`src/rtl/scl_pkg.sv`:
```
package scl_pkg;

    localparam int SCL_DIM_W      = 16;
    localparam int SCL_FRAC_W     = 16;
    localparam int SCL_MAX_RATIO  = 8;
    localparam int SCL_CTRL_W     = 32;
    localparam int SCL_FMT_LSB    = 3;

    localparam int STEP_NUM       = 4;
    localparam logic [1:0] STEP_LUMA_H   = 2'd0;
    localparam logic [1:0] STEP_LUMA_V   = 2'd1;
    localparam logic [1:0] STEP_CHROMA_H = 2'd2;
    localparam logic [1:0] STEP_CHROMA_V = 2'd3;

    typedef enum logic [1:0] {
        FMT_420  = 2'd0,
        FMT_422  = 2'd1,
        FMT_444  = 2'd2,
        FMT_RSVD = 2'd3
    } chroma_fmt_e;

    typedef enum logic [1:0] {
        ST_IDLE,
        ST_CHECK,
        ST_LOAD,
        ST_DIV
    } calc_state_e;

    function automatic logic halves_width(chroma_fmt_e f);
        return (f == FMT_420) || (f == FMT_422);
    endfunction

    function automatic logic halves_height(chroma_fmt_e f);
        return (f == FMT_420);
    endfunction

endpackage

```
`src/rtl/scl_divider.sv`:
```
module scl_divider #(
    parameter int NUM_W = 32,
    parameter int DEN_W = 16
) (
    input  logic             clk,
    input  logic             rst,
    input  logic             load,
    input  logic [NUM_W-1:0] num,
    input  logic [DEN_W-1:0] den,
    output logic             busy,
    output logic             valid,
    output logic [NUM_W-1:0] quot
);
    localparam int CNT_W  = $clog2(NUM_W + 1);
    localparam int PROD_W = NUM_W + DEN_W + 1;

    logic [DEN_W:0]   rem_q;
    logic [NUM_W-1:0] quot_q;
    logic [DEN_W-1:0] den_q;
    logic [NUM_W-1:0] num_keep;
    logic [CNT_W-1:0] cnt_q;
    logic             busy_q;
    logic             valid_q;

    logic [DEN_W:0]   trial;
    logic             fits;
    logic [DEN_W:0]   rem_nxt;
    logic [NUM_W-1:0] quot_nxt;

    always_comb begin
        trial    = {rem_q[DEN_W-1:0], quot_q[NUM_W-1]};
        fits     = (trial >= {1'b0, den_q});
        rem_nxt  = fits ? (trial - {1'b0, den_q}) : trial;
        quot_nxt = {quot_q[NUM_W-2:0], fits};
    end

    always_ff @(posedge clk) begin
        if (rst) begin
            rem_q    <= '0;
            quot_q   <= '0;
            den_q    <= '0;
            num_keep <= '0;
            cnt_q    <= '0;
            busy_q   <= 1'b0;
            valid_q  <= 1'b0;
        end else begin
            valid_q <= 1'b0;
            if (load && !busy_q) begin
                rem_q    <= '0;
                quot_q   <= num;
                den_q    <= den;
                num_keep <= num;
                cnt_q    <= CNT_W'(NUM_W);
                busy_q   <= 1'b1;
            end else if (busy_q) begin
                rem_q  <= rem_nxt;
                quot_q <= quot_nxt;
                cnt_q  <= cnt_q - 1'b1;
                if (cnt_q == CNT_W'(1)) begin
                    busy_q  <= 1'b0;
                    valid_q <= 1'b1;
                end
            end
        end
    end

    assign busy  = busy_q;
    assign valid = valid_q;
    assign quot  = quot_q;

    // quotient and remainder reconstruct the dividend
    assert_div_exact_R5: assert property (@(posedge clk) disable iff (rst)
        valid_q |-> ((PROD_W'(quot_q) * PROD_W'(den_q) + PROD_W'(rem_q)) == PROD_W'(num_keep)));

    assert_div_rem_R4: assert property (@(posedge clk) disable iff (rst)
        valid_q |-> (rem_q < {1'b0, den_q}));

    assert_div_load_idle_R5: assert property (@(posedge clk) disable iff (rst)
        valid_q |-> !busy_q);

endmodule

```
`src/rtl/scl_validate.sv`:
```
module scl_validate
    import scl_pkg::*;
#(
    parameter int DIM_W     = 16,
    parameter int MAX_RATIO = 8
) (
    input  logic [DIM_W-1:0] src_w,
    input  logic [DIM_W-1:0] src_h,
    input  logic [DIM_W-1:0] dst_w,
    input  logic [DIM_W-1:0] dst_h,
    input  logic [1:0]       fmt,
    output logic             err
);
    localparam int EXT_W = DIM_W + $clog2(MAX_RATIO + 1) + 1;

    logic [DIM_W-1:0] src_ax [2];
    logic [DIM_W-1:0] dst_ax [2];
    logic [1:0]       axis_bad;

    assign src_ax[0] = src_w;
    assign src_ax[1] = src_h;
    assign dst_ax[0] = dst_w;
    assign dst_ax[1] = dst_h;

    for (genvar a = 0; a < 2; a++) begin : g_axis
        logic [EXT_W-1:0] src_lim;
        logic [EXT_W-1:0] dst_lim;
        always_comb begin
            src_lim     = EXT_W'(src_ax[a]) * EXT_W'(MAX_RATIO);
            dst_lim     = EXT_W'(dst_ax[a]) * EXT_W'(MAX_RATIO);
            axis_bad[a] = (dst_ax[a] == '0)
                        || (EXT_W'(dst_ax[a]) > src_lim)
                        || (EXT_W'(src_ax[a]) > dst_lim);
        end
    end

    assign err = (|axis_bad) || (chroma_fmt_e'(fmt) == FMT_RSVD);

endmodule

```
`src/rtl/scl_step_calc.sv`:
```
module scl_step_calc
    import scl_pkg::*;
#(
    parameter int DIM_W     = SCL_DIM_W,
    parameter int FRAC_W    = SCL_FRAC_W,
    parameter int MAX_RATIO = SCL_MAX_RATIO
) (
    input  logic                     clk,
    input  logic                     rst,
    input  logic                     start,
    input  logic [DIM_W-1:0]         src_w,
    input  logic [DIM_W-1:0]         src_h,
    input  logic [DIM_W-1:0]         dst_w,
    input  logic [DIM_W-1:0]         dst_h,
    input  logic [1:0]               fmt,
    output logic                     busy,
    output logic                     done,
    output logic                     err,
    output logic [2*DIM_W-1:0]       src_size,
    output logic [2*DIM_W-1:0]       dst_size,
    output logic [SCL_CTRL_W-1:0]    ctrl_word,
    output logic [DIM_W+FRAC_W-1:0]  luma_h_step,
    output logic [DIM_W+FRAC_W-1:0]  luma_v_step,
    output logic [DIM_W+FRAC_W-1:0]  chroma_h_step,
    output logic [DIM_W+FRAC_W-1:0]  chroma_v_step
);
    localparam int STEP_W = DIM_W + FRAC_W;
    localparam int SIZE_W = 2 * DIM_W;

    typedef struct packed {
        logic [DIM_W-1:0] h;
        logic [DIM_W-1:0] w;
    } dims_t;

    calc_state_e      state_q;
    dims_t            src_q;
    dims_t            dst_q;
    chroma_fmt_e      fmt_q;
    logic [1:0]       phase_q;
    logic             done_q;
    logic             err_q;
    logic [SIZE_W-1:0]     src_size_q;
    logic [SIZE_W-1:0]     dst_size_q;
    logic [SCL_CTRL_W-1:0] ctrl_q;
    logic [STEP_W-1:0]     step_q [STEP_NUM];

    dims_t            chroma_src;
    logic [DIM_W-1:0] op_src;
    logic [DIM_W-1:0] op_dst;
    logic             op_unity;
    logic             req_bad;
    logic             div_load;
    logic             div_busy;
    logic             div_valid;
    logic [STEP_W-1:0] div_quot;
    logic             step_wr;
    logic [STEP_W-1:0] step_val;
    logic             last_phase;

    scl_validate #(
        .DIM_W     (DIM_W),
        .MAX_RATIO (MAX_RATIO)
    ) u_validate (
        .src_w (src_q.w),
        .src_h (src_q.h),
        .dst_w (dst_q.w),
        .dst_h (dst_q.h),
        .fmt   (fmt_q),
        .err   (req_bad)
    );

    always_comb begin
        chroma_src.w = halves_width(fmt_q)  ? (src_q.w >> 1) : src_q.w;
        chroma_src.h = halves_height(fmt_q) ? (src_q.h >> 1) : src_q.h;
        unique case (phase_q)
            STEP_LUMA_H:   begin op_src = src_q.w;      op_dst = dst_q.w; end
            STEP_LUMA_V:   begin op_src = src_q.h;      op_dst = dst_q.h; end
            STEP_CHROMA_H: begin op_src = chroma_src.w; op_dst = dst_q.w; end
            default:       begin op_src = chroma_src.h; op_dst = dst_q.h; end
        endcase
        op_unity   = (op_src == op_dst);
        last_phase = (phase_q == STEP_CHROMA_V);
        div_load   = (state_q == ST_LOAD) && !op_unity;
        step_wr    = ((state_q == ST_LOAD) && op_unity) || ((state_q == ST_DIV) && div_valid);
        step_val   = (state_q == ST_DIV) ? div_quot : '0;
    end

    scl_divider #(
        .NUM_W (STEP_W),
        .DEN_W (DIM_W)
    ) u_divider (
        .clk   (clk),
        .rst   (rst),
        .load  (div_load),
        .num   ({op_src, FRAC_W'(0)}),
        .den   (op_dst),
        .busy  (div_busy),
        .valid (div_valid),
        .quot  (div_quot)
    );

    for (genvar i = 0; i < STEP_NUM; i++) begin : g_step
        always_ff @(posedge clk) begin
            if (rst) begin
                step_q[i] <= '0;
            end else if (step_wr && (phase_q == 2'(i))) begin
                step_q[i] <= step_val;
            end
        end
    end

    always_ff @(posedge clk) begin
        if (rst) begin
            state_q    <= ST_IDLE;
            src_q      <= '0;
            dst_q      <= '0;
            fmt_q      <= FMT_420;
            phase_q    <= STEP_LUMA_H;
            done_q     <= 1'b0;
            err_q      <= 1'b0;
            src_size_q <= '0;
            dst_size_q <= '0;
            ctrl_q     <= '0;
        end else begin
            done_q <= 1'b0;
            unique case (state_q)
                ST_IDLE: begin
                    if (start) begin
                        src_q   <= '{h: src_h, w: src_w};
                        dst_q   <= '{h: dst_h, w: dst_w};
                        fmt_q   <= chroma_fmt_e'(fmt);
                        state_q <= ST_CHECK;
                    end
                end
                ST_CHECK: begin
                    if (req_bad) begin
                        err_q   <= 1'b1;
                        done_q  <= 1'b1;
                        state_q <= ST_IDLE;
                    end else begin
                        err_q      <= 1'b0;
                        src_size_q <= {src_q.h - 1'b1, src_q.w - 1'b1};
                        dst_size_q <= {dst_q.h - 1'b1, dst_q.w - 1'b1};
                        ctrl_q     <= SCL_CTRL_W'(fmt_q) << SCL_FMT_LSB;
                        phase_q    <= STEP_LUMA_H;
                        state_q    <= ST_LOAD;
                    end
                end
                ST_LOAD: begin
                    if (op_unity) begin
                        if (last_phase) begin
                            done_q  <= 1'b1;
                            state_q <= ST_IDLE;
                        end else begin
                            phase_q <= phase_q + 1'b1;
                        end
                    end else begin
                        state_q <= ST_DIV;
                    end
                end
                default: begin
                    if (div_valid) begin
                        if (last_phase) begin
                            done_q  <= 1'b1;
                            state_q <= ST_IDLE;
                        end else begin
                            phase_q <= phase_q + 1'b1;
                            state_q <= ST_LOAD;
                        end
                    end
                end
            endcase
        end
    end

    assign busy          = (state_q != ST_IDLE);
    assign done          = done_q;
    assign err           = err_q;
    assign src_size      = src_size_q;
    assign dst_size      = dst_size_q;
    assign ctrl_word     = ctrl_q;
    assign luma_h_step   = step_q[STEP_LUMA_H];
    assign luma_v_step   = step_q[STEP_LUMA_V];
    assign chroma_h_step = step_q[STEP_CHROMA_H];
    assign chroma_v_step = step_q[STEP_CHROMA_V];

    assert_done_pulse_R10: assert property (@(posedge clk) disable iff (rst)
        done_q |=> !done_q);

    assert_busy_excl_R10: assert property (@(posedge clk) disable iff (rst)
        busy |-> !done_q);

    assert_hold_idle_R10: assert property (@(posedge clk) disable iff (rst)
        (state_q == ST_IDLE && !start) |=>
            ($stable(step_q[0]) && $stable(step_q[1]) && $stable(step_q[2]) &&
             $stable(step_q[3]) && $stable(src_size_q) && $stable(dst_size_q) &&
             $stable(ctrl_q) && $stable(err_q)));

    assert_err_keeps_R9: assert property (@(posedge clk) disable iff (rst)
        (done_q && err_q) |->
            ($stable(step_q[0]) && $stable(step_q[1]) && $stable(step_q[2]) &&
             $stable(step_q[3]) && $stable(src_size_q) && $stable(ctrl_q)));

    assert_unity_zero_R3: assert property (@(posedge clk) disable iff (rst)
        (done_q && !err_q && (src_q.w == dst_q.w)) |-> (step_q[STEP_LUMA_H] == '0));

    assert_no_div_idle_R11: assert property (@(posedge clk) disable iff (rst)
        (state_q == ST_IDLE) |-> !div_busy);

endmodule

```
`config.mk`:
```
export PLATFORM = sky130hd
export DESIGN_NAME = scl_step_calc
export DESIGN_NICKNAME = d
export VERILOG_FILES = /design/src/rtl/scl_pkg.sv /design/src/rtl/scl_divider.sv /design/src/rtl/scl_validate.sv /design/src/rtl/scl_step_calc.sv
export SDC_FILE = /design/constraint.sdc
export NUM_CORES = 1
export LEC_CHECK = 0
export BUFFER_PORTS_ARGS = -buffer_cell sky130_fd_sc_hd__buf_2
export CAP_MARGIN = 20
export CORE_UTILIZATION = 50
export CTS_BUF_LIST = sky130_fd_sc_hd__clkbuf_16
export CTS_CLUSTER_DIAMETER = 150
export DETAILED_ROUTE_END_ITERATION = 8
export GPL_TIMING_DRIVEN = 0
export PLACE_DENSITY = 0.75
export SLEW_MARGIN = 20
export SYNTH_ARGS = -nofsm -noshare
export SYNTH_HDL_FRONTEND = slang
export SYNTH_HIERARCHICAL = 1
export SYNTH_SLANG_ARGS = --single-unit
```
`constraint.sdc`:
```
create_clock -name clk -period 4 [get_ports clk]
set_clock_uncertainty 0.15 [all_clocks]
set_input_delay 0.8 -clock clk [delete_from_list [all_inputs] [get_ports clk]]
set_output_delay 0.8 -clock clk [all_outputs]
set_load 0.03 [all_outputs]
```
==> impl_metrics.csv, run 1 <==
group,metric,value,unit
sta,finalSetupViolations,0,
place,gp_congestion,0.983,
min_path,hold_path_class,"reg -> reg",
place,post-place-ws,-982,ps
floorplanning,die_h,194,um
yosys,yosys.area.top_type,"dfxtp_1",
yosys,ys_seq_area_share,43.8,%
clock_tree,cts_root_buf,"clkbuf_16",
yosys,synth_area_leaders,"dfxtp_1 (23%), edfxtp_1 (21%), ha_1 (5.3%), nand2_1 (4.9%), a21oi_1 (4.8%)",
detailed_routing,vias,16792,
place,portBuffers,264,
global_route,grt_pass1_vias,15684,
layout,area_growth,18.6,%
clock_tree,cts_buffer_depth,3,
global_route,antenna_found_initial,2,
layout,layout_common_cells,"buf_2 (276), nand2_1 (240), dfxtp_1 (207), nor2_1 (181), a21oi_1 (174)",
power,p_leak,8.85,nW
detailed_routing,drt_iter0_drc,1500,
power,power_density,531,nW/um^2
layout,fin_cells,2840,
floorplanning,die-area,37500,um^2
yosys,yosys_warnings,6,
layout,drive_above_1_share,21.1,%
worst_setup_path,crit_path_top_delay_cell,"dfxtp_1",
layout,layout_commonest_cell,"buf_2",
worst_setup_path,rr_worst_depth,12,
sta,max_slew_margin,33.2,%
outcome,status,"complete, no violations",
sta,rsz0062_at_grt,"true",
floorplanning,fp-row-count,69,
yosys,synth_top_area_share,22.9,%
layout,fin_area,21800,um^2
yosys,synth_edf_count,128,
worst_setup_path,cp-end-kind,"register",
sta,fin_ws,114,ps
layout,nNetsFinal,2502,
floorplanning,core-area,35800,um^2
worst_setup_path,crit_fanout,10,
yosys,syn_inst,1999,
detailed_routing,wirelength,57.3,mm
place,dpl.cell_count,2772,
worst_setup_path,start_kind,"register",
detailed_routing,drtAntennaViolNets,0,
min_path,hold_depth,2,
floorplanning,die_x,194,um
yosys,synth-seq-cells,338,
sta,hold_slack,311,ps
yosys,synth-main-ff-cell,"dfxtp_1",
clock_tree,cts_hold_buf,0,
yosys,syn_area,18400,um^2
clock_tree,clk_latency,540,ps
sta,drv_slew,0,
yosys,avgSynthCellArea,9.19,um^2
sta,hold_violations,0,
worst_setup_path,worstPathArrival,4170,ps
flow_run,cap_viol_max_count,0,
sta,max_freq,257,MHz
detailed_routing,dr.pass1.iters,6,
floorplanning,start_util,51.3,%
clock_tree,cts_tree,"yes",
worst_setup_path,path_cells,"inv_1 > ha_1 > and3_1 > a221o_1 > a21o_1 > o21ai_0 > nand4_1 > nor2_4 > buf_12 > clkbuf_1 > nor2_1 > a211oi_1",
global_route,grt_max_degree,33,
global_route,overflow,0,
clock_tree,htreeDepth,2,
floorplanning,io_pins,296,
worst_setup_path,slowest_delay,550,ps
clock_tree,clk_pin_slew_worst_paths,60,ps
power,ir_drop,283,uV
sta,tns,0,ps
worst_setup_path,crit_required,4290,ps
sta,worst_pin_slew,1000,ps
clock_tree,cts_buffers,36,
sta,fin_crit_sh,97.1,%
yosys,async_flop_share,0,%
global_route,grt_usage,29.8,%
yosys,synth_cell_types,84,
clock_tree,cts.sinks,338,
global_route,grt_pass1_wl,88.0,mm
place,placed_area,20500,um^2
sta,period_needed,3890,ps
detailed_routing,avgRoutedWirePerCell,20.2,um
detailed_routing,drc,0,
place,place_hpwl,43.4,mm
worst_setup_path,worstSetupPathType,"reg -> reg",
detailed_routing,vias_per_cell,5.91,
[cell usage after synthesis (5+ instances only)]
| cell | number |
|---|---|
| a211oi_1 | 56 |
| a21o_1 | 16 |
| a21oi_1 | 175 |
| a21oi_2 | 34 |
| a221o_1 | 10 |
| a221o_2 | 6 |
| a311oi_1 | 13 |
| a31oi_1 | 7 |
| and2_1 | 8 |
| and3_1 | 6 |
| and4_1 | 99 |
| buf_1 | 12 |
| buf_2 | 12 |
| buf_4 | 34 |
| buf_6 | 13 |
| clkbuf_1 | 107 |
| dfxtp_1 | 210 |
| edfxtp_1 | 128 |
| ha_1 | 78 |
| inv_1 | 100 |
| mux2_2 | 25 |
| mux2i_1 | 43 |
| nand2_1 | 240 |
| nand2b_1 | 17 |
| nand3_1 | 24 |
| nand4_1 | 20 |
| nor2_1 | 183 |
| nor2b_1 | 10 |
| nor3_1 | 26 |
| nor3b_1 | 5 |
| nor4_1 | 21 |
| o211ai_1 | 8 |
| o21ai_0 | 65 |
| o311a_1 | 16 |
| o31ai_1 | 6 |
| or3_1 | 28 |
| or4_1 | 11 |
| xnor2_1 | 41 |
| xor2_1 | 13 |
[stage by stage]
| step | util, % | total power, mW |
|---|---|---|
| 2_1_floorplan | - | 7.17 |
| 3_3_place_gp | 57.1 | 8.17 |
| 3_5_place_dp | 57.3 | 8.27 |
| 4_1_cts | 60.6 | 11.5 |
| 5_1_grt | 60.8 | 12.1 |
| 6_report | 60.8 | 11.6 |
[registers in the layout (all words and copies together) (netlist names)]
register,flops
src_q,32
phase_q,2
src_size,32
u_divider/busy,1
u_divider/quot,32
err,1
ctrl_word,2
u_divider/den_q,16
dst_q,32
dst_size,32
u_divider/valid,1
done,1
step_q,128
fmt_q,2
u_divider/cnt_q,6
state_q,2
u_divider/rem_q,16
[final timing paths]
kind	startpoint	endpoint	slack (ps)
worst max register to register	dst_q[26]	dst_size[12]	110
worst min register to register	u_divider/den_q[14]	u_divider/den_q[14]	310
worst max-delay path	dst_q[26]	dst_size[12]	110
worst min-delay path	u_divider/den_q[14]	u_divider/den_q[14]	310
[cell families after synthesis]
family                     Yosys count  share of synthesized area (%)
DFF                                338                           43.8
adders and majority gates           79                           5.42
AOI/OAI and AO/OA                  452                           16.3
other                                1                         0.0204
muxes                               71                           4.06
buffers and inverters              280                           7.18
xor gates and xnor gates            54                           2.57
and+or+nand+nor                    724                           20.6
[report_power, final]
group | leakage, nW | internal [mW] | switching [mW]
combinational | 5.25 | 1.61 | 2.58
sequential | 3.03 | 3.85 | 0.354
clock | 0.567 | 1.80 | 1.38
[worst max-delay path: cells and delay by family (launching register included)]
kind,cells,cell delay [ps]
flip-flops,1,550
adder cells (fa/ha/maj),1,290
AND/OR/NAND/NOR,4,930
buffers and inverters,3,680
AO/OA/AOI/OAI,4,1170
[routing by layer]
metal,vias up,wire length (um),global-route usage [%]
met3,138,5310,5.44
li1,7869,-,-
met5,-,0,0
met4,0,2060,11.7
met2,823,26200,47.9
met1,7962,23800,39.7
[area by class of cell]
| type | instances | area [um^2] |
|---|---|---|
| Antenna cell | 1 | 2.50 |
| Buffer | 177 | 967 |
| Clock buffer | 37 | 926 |
| Clock inverter | 25 | 171 |
| Fill cell | 3047 | 14000 |
| Inverter | 100 | 375 |
| Multi-Input combinational cell | 1426 | 9240 |
| Sequential cell | 338 | 8050 |
| Tap cell | 461 | 577 |
| Timing Repair Buffer | 275 | 1480 |
[what timing repair did]
action,in CTS,in global routing
endpoints found under the hold margin,0,0
setup endpoints to repair,241,131
resized for setup,23,17
setup buffers,3,5
pin swaps,3,2
Note: power is estimated with default switching activity, not from simulation.
==> run 2, diff against run 1 <==
CTS_BUF_LIST = sky130_fd_sc_hd__clkbuf_4   (was sky130_fd_sc_hd__clkbuf_16)
==> impl_metrics.csv, run 2 (same netlist as run 1, synthesis figures left out) <==
group,metric,value,unit
floorplanning,fp-row-count,69,
clock_tree,htreeDepth,3,
detailed_routing,dr.pass1.iters,5,
detailed_routing,drtAntennaViolNets,0,
layout,layout_common_cells,"buf_2 (275), nand2_1 (240), dfxtp_1 (207), nor2_1 (181), a21oi_1 (175)",
detailed_routing,wl_met2,26.2,mm
min_path,hold_path_class,"in -> reg",
layout,fin_util,60.8,%
layout,regMostFlops,"step_q",
layout,largest_reg_flops,128,
worst_setup_path,r2r_end,"dst_size[11]",
layout,drive_above_1_share,23.6,%
global_route,overflow,0,
min_path,hold_depth,3,
sta,period_needed,3900,ps
detailed_routing,vias_per_cell,5.80,
sta,max_slew_margin,34.8,%
sta,finalSetupViolations,0,
floorplanning,io_pins,296,
worst_setup_path,worstSetupPathType,"reg -> reg",
detailed_routing,drt-met1-wl,24.1,mm
clock_tree,cts_tree,"yes",
power,power_density,523,nW/um^2
worst_setup_path,worstPathArrival,4410,ps
clock_tree,cts_hold_buf,0,
detailed_routing,wirelength,57.8,mm
power,ir_drop,244,uV
global_route,grt_max_degree,33,
layout,nNetsFinal,2554,
floorplanning,die-area,37500,um^2
global_route,grt_pass1_vias,16155,
detailed_routing,avgRoutedWirePerCell,19.7,um
worst_setup_path,rr_worst_depth,12,
sta,drv_slew,0,
detailed_routing,top_layer,"met4",
worst_setup_path,crit_required,4510,ps
detailed_routing,vias,17041,
clock_tree,cts_buffer_depth,3,
global_route,antenna_found_initial,2,
sta,hold_violations,0,
clock_tree,clk_latency,800,ps
floorplanning,start_util,51.3,%
global_route,grt_pass1_wl,88.7,mm
sta,worst_pin_slew,978,ps
place,gp_congestion,0.983,
layout,layout_commonest_cell,"buf_2",
sta,max_freq,257,MHz
worst_setup_path,crit_fanout,10,
outcome,status,"complete, no violations",
flow_run,cap_viol_max_count,0,
layout,fin_area,21800,um^2
worst_setup_path,rr_startpoint,"dst_q[26]",
power,p_leak,8.90,nW
worst_setup_path,cp-end-kind,"register",
layout,fill_cells,3091,
sta,fin_crit_sh,97.5,%
detailed_routing,met3_length,5.57,mm
worst_setup_path,regToRegSetupSlack,100,ps
clock_tree,cts_root_buf,"clkbuf_4",
min_path,holdCritStartpoint,"dst_w[5]",
layout,area_growth,18.6,%
clock_tree,cts.sinks,338,
floorplanning,die_x,194,um
floorplanning,die_h,194,um
place,placed_area,20500,um^2
worst_setup_path,start_kind,"register",
place,place_hpwl,43.4,mm
global_route,grt_usage,30.1,%
detailed_routing,drt_iter0_drc,1389,
clock_tree,clk_pin_slew_worst_paths,70,ps
clock_tree,cts_buffers,89,
detailed_routing,drc,0,
sta,rsz0062_at_grt,"true",
min_path,whs_endpoint,"dst_q[5]",
floorplanning,core-area,35800,um^2
place,portBuffers,264,
-- run 2: layout make-up --
class                      instances  area, um^2  share of cell area, %
clock buffer                     125         938                   4.31
buffer                           177         963                   4.42
sequential                       338        8050                   37.0
antenna                            3        7.51                 0.0344
clock inverter                    35         181                  0.832
timing repair buffer             274        1460                   6.68
tap                              461         577                   2.65
multi-input combinational       1426        9240                   42.4
inverter                         100         375                   1.72
-- run 2: per-stage QoR --
| step | power (mW) | setup slack [ps] | setup TNS, ps | instances | hold WS [ps] |
|---|---|---|---|---|---|
| after floorplan | 7.17 | 91.3 | 0 | 2044 | 286 |
| after global placement | 8.17 | -885 | -150740 | 2769 | 296 |
| after detailed placement | 8.27 | -982 | -75500 | 2772 | 303 |
| after CTS | 11.3 | 0.757 | 0 | 2935 | 30.4 |
| after global routing | 12.0 | -1.20 | -6.86 | 2937 | 40.1 |
| final | 11.4 | 102 | 0 | 2939 | 97.4 |
-- run 2: layer usage --
metal | vias to the layer above | track usage [%]
li1 | 8023 | -
met1 | 8024 | 39.4
met2 | 862 | 47.3
met3 | 132 | 6.61
met4 | 0 | 14.4
met5 | - | 0
-- run 2: where the power goes --
part | leakage, nW | switching [mW] | internal, mW
registers | 3.03 | 0.354 | 3.85
logic | 5.23 | 2.58 | 1.62
clock network | 0.645 | 1.48 | 1.51
-- run 2: what timing repair did --
action                                  CTS  global route
endpoints found under the setup margin  251            94
cloned                                    0             0
gates resized for setup                  23            12
setup buffers                             5             2
pin swaps                                 4             2
-- run 2: worst max path at each step --
stage / startpoint / endpoint / slack (ps)
5_1_grt: dst_q[9] / dst_size[3] / -1
2_1_floorplan: phase_q[0] / step_q[0][0] / 90
3_5_place_dp: phase_q[0] / u_divider/rem_q[7] / -980
6_report: dst_q[26] / dst_size[11] / 100
3_3_place_gp: phase_q[0] / step_q[1][6] / -880
4_1_cts: phase_q[0] / u_divider/rem_q[11] / 0.8
-- run 2: worst max-delay path, cell delays in order (launching register included) --
cell	delay [ps]
dfxtp_1	560
inv_1	90
ha_1	300
and3_1	200
a221o_1	370
a21o_1	180
o21ai_0	390
nand4_1	140
buf_4	180
nor2_4	270
clkbuf_1	590
nor2_1	80
a311oi_1	260
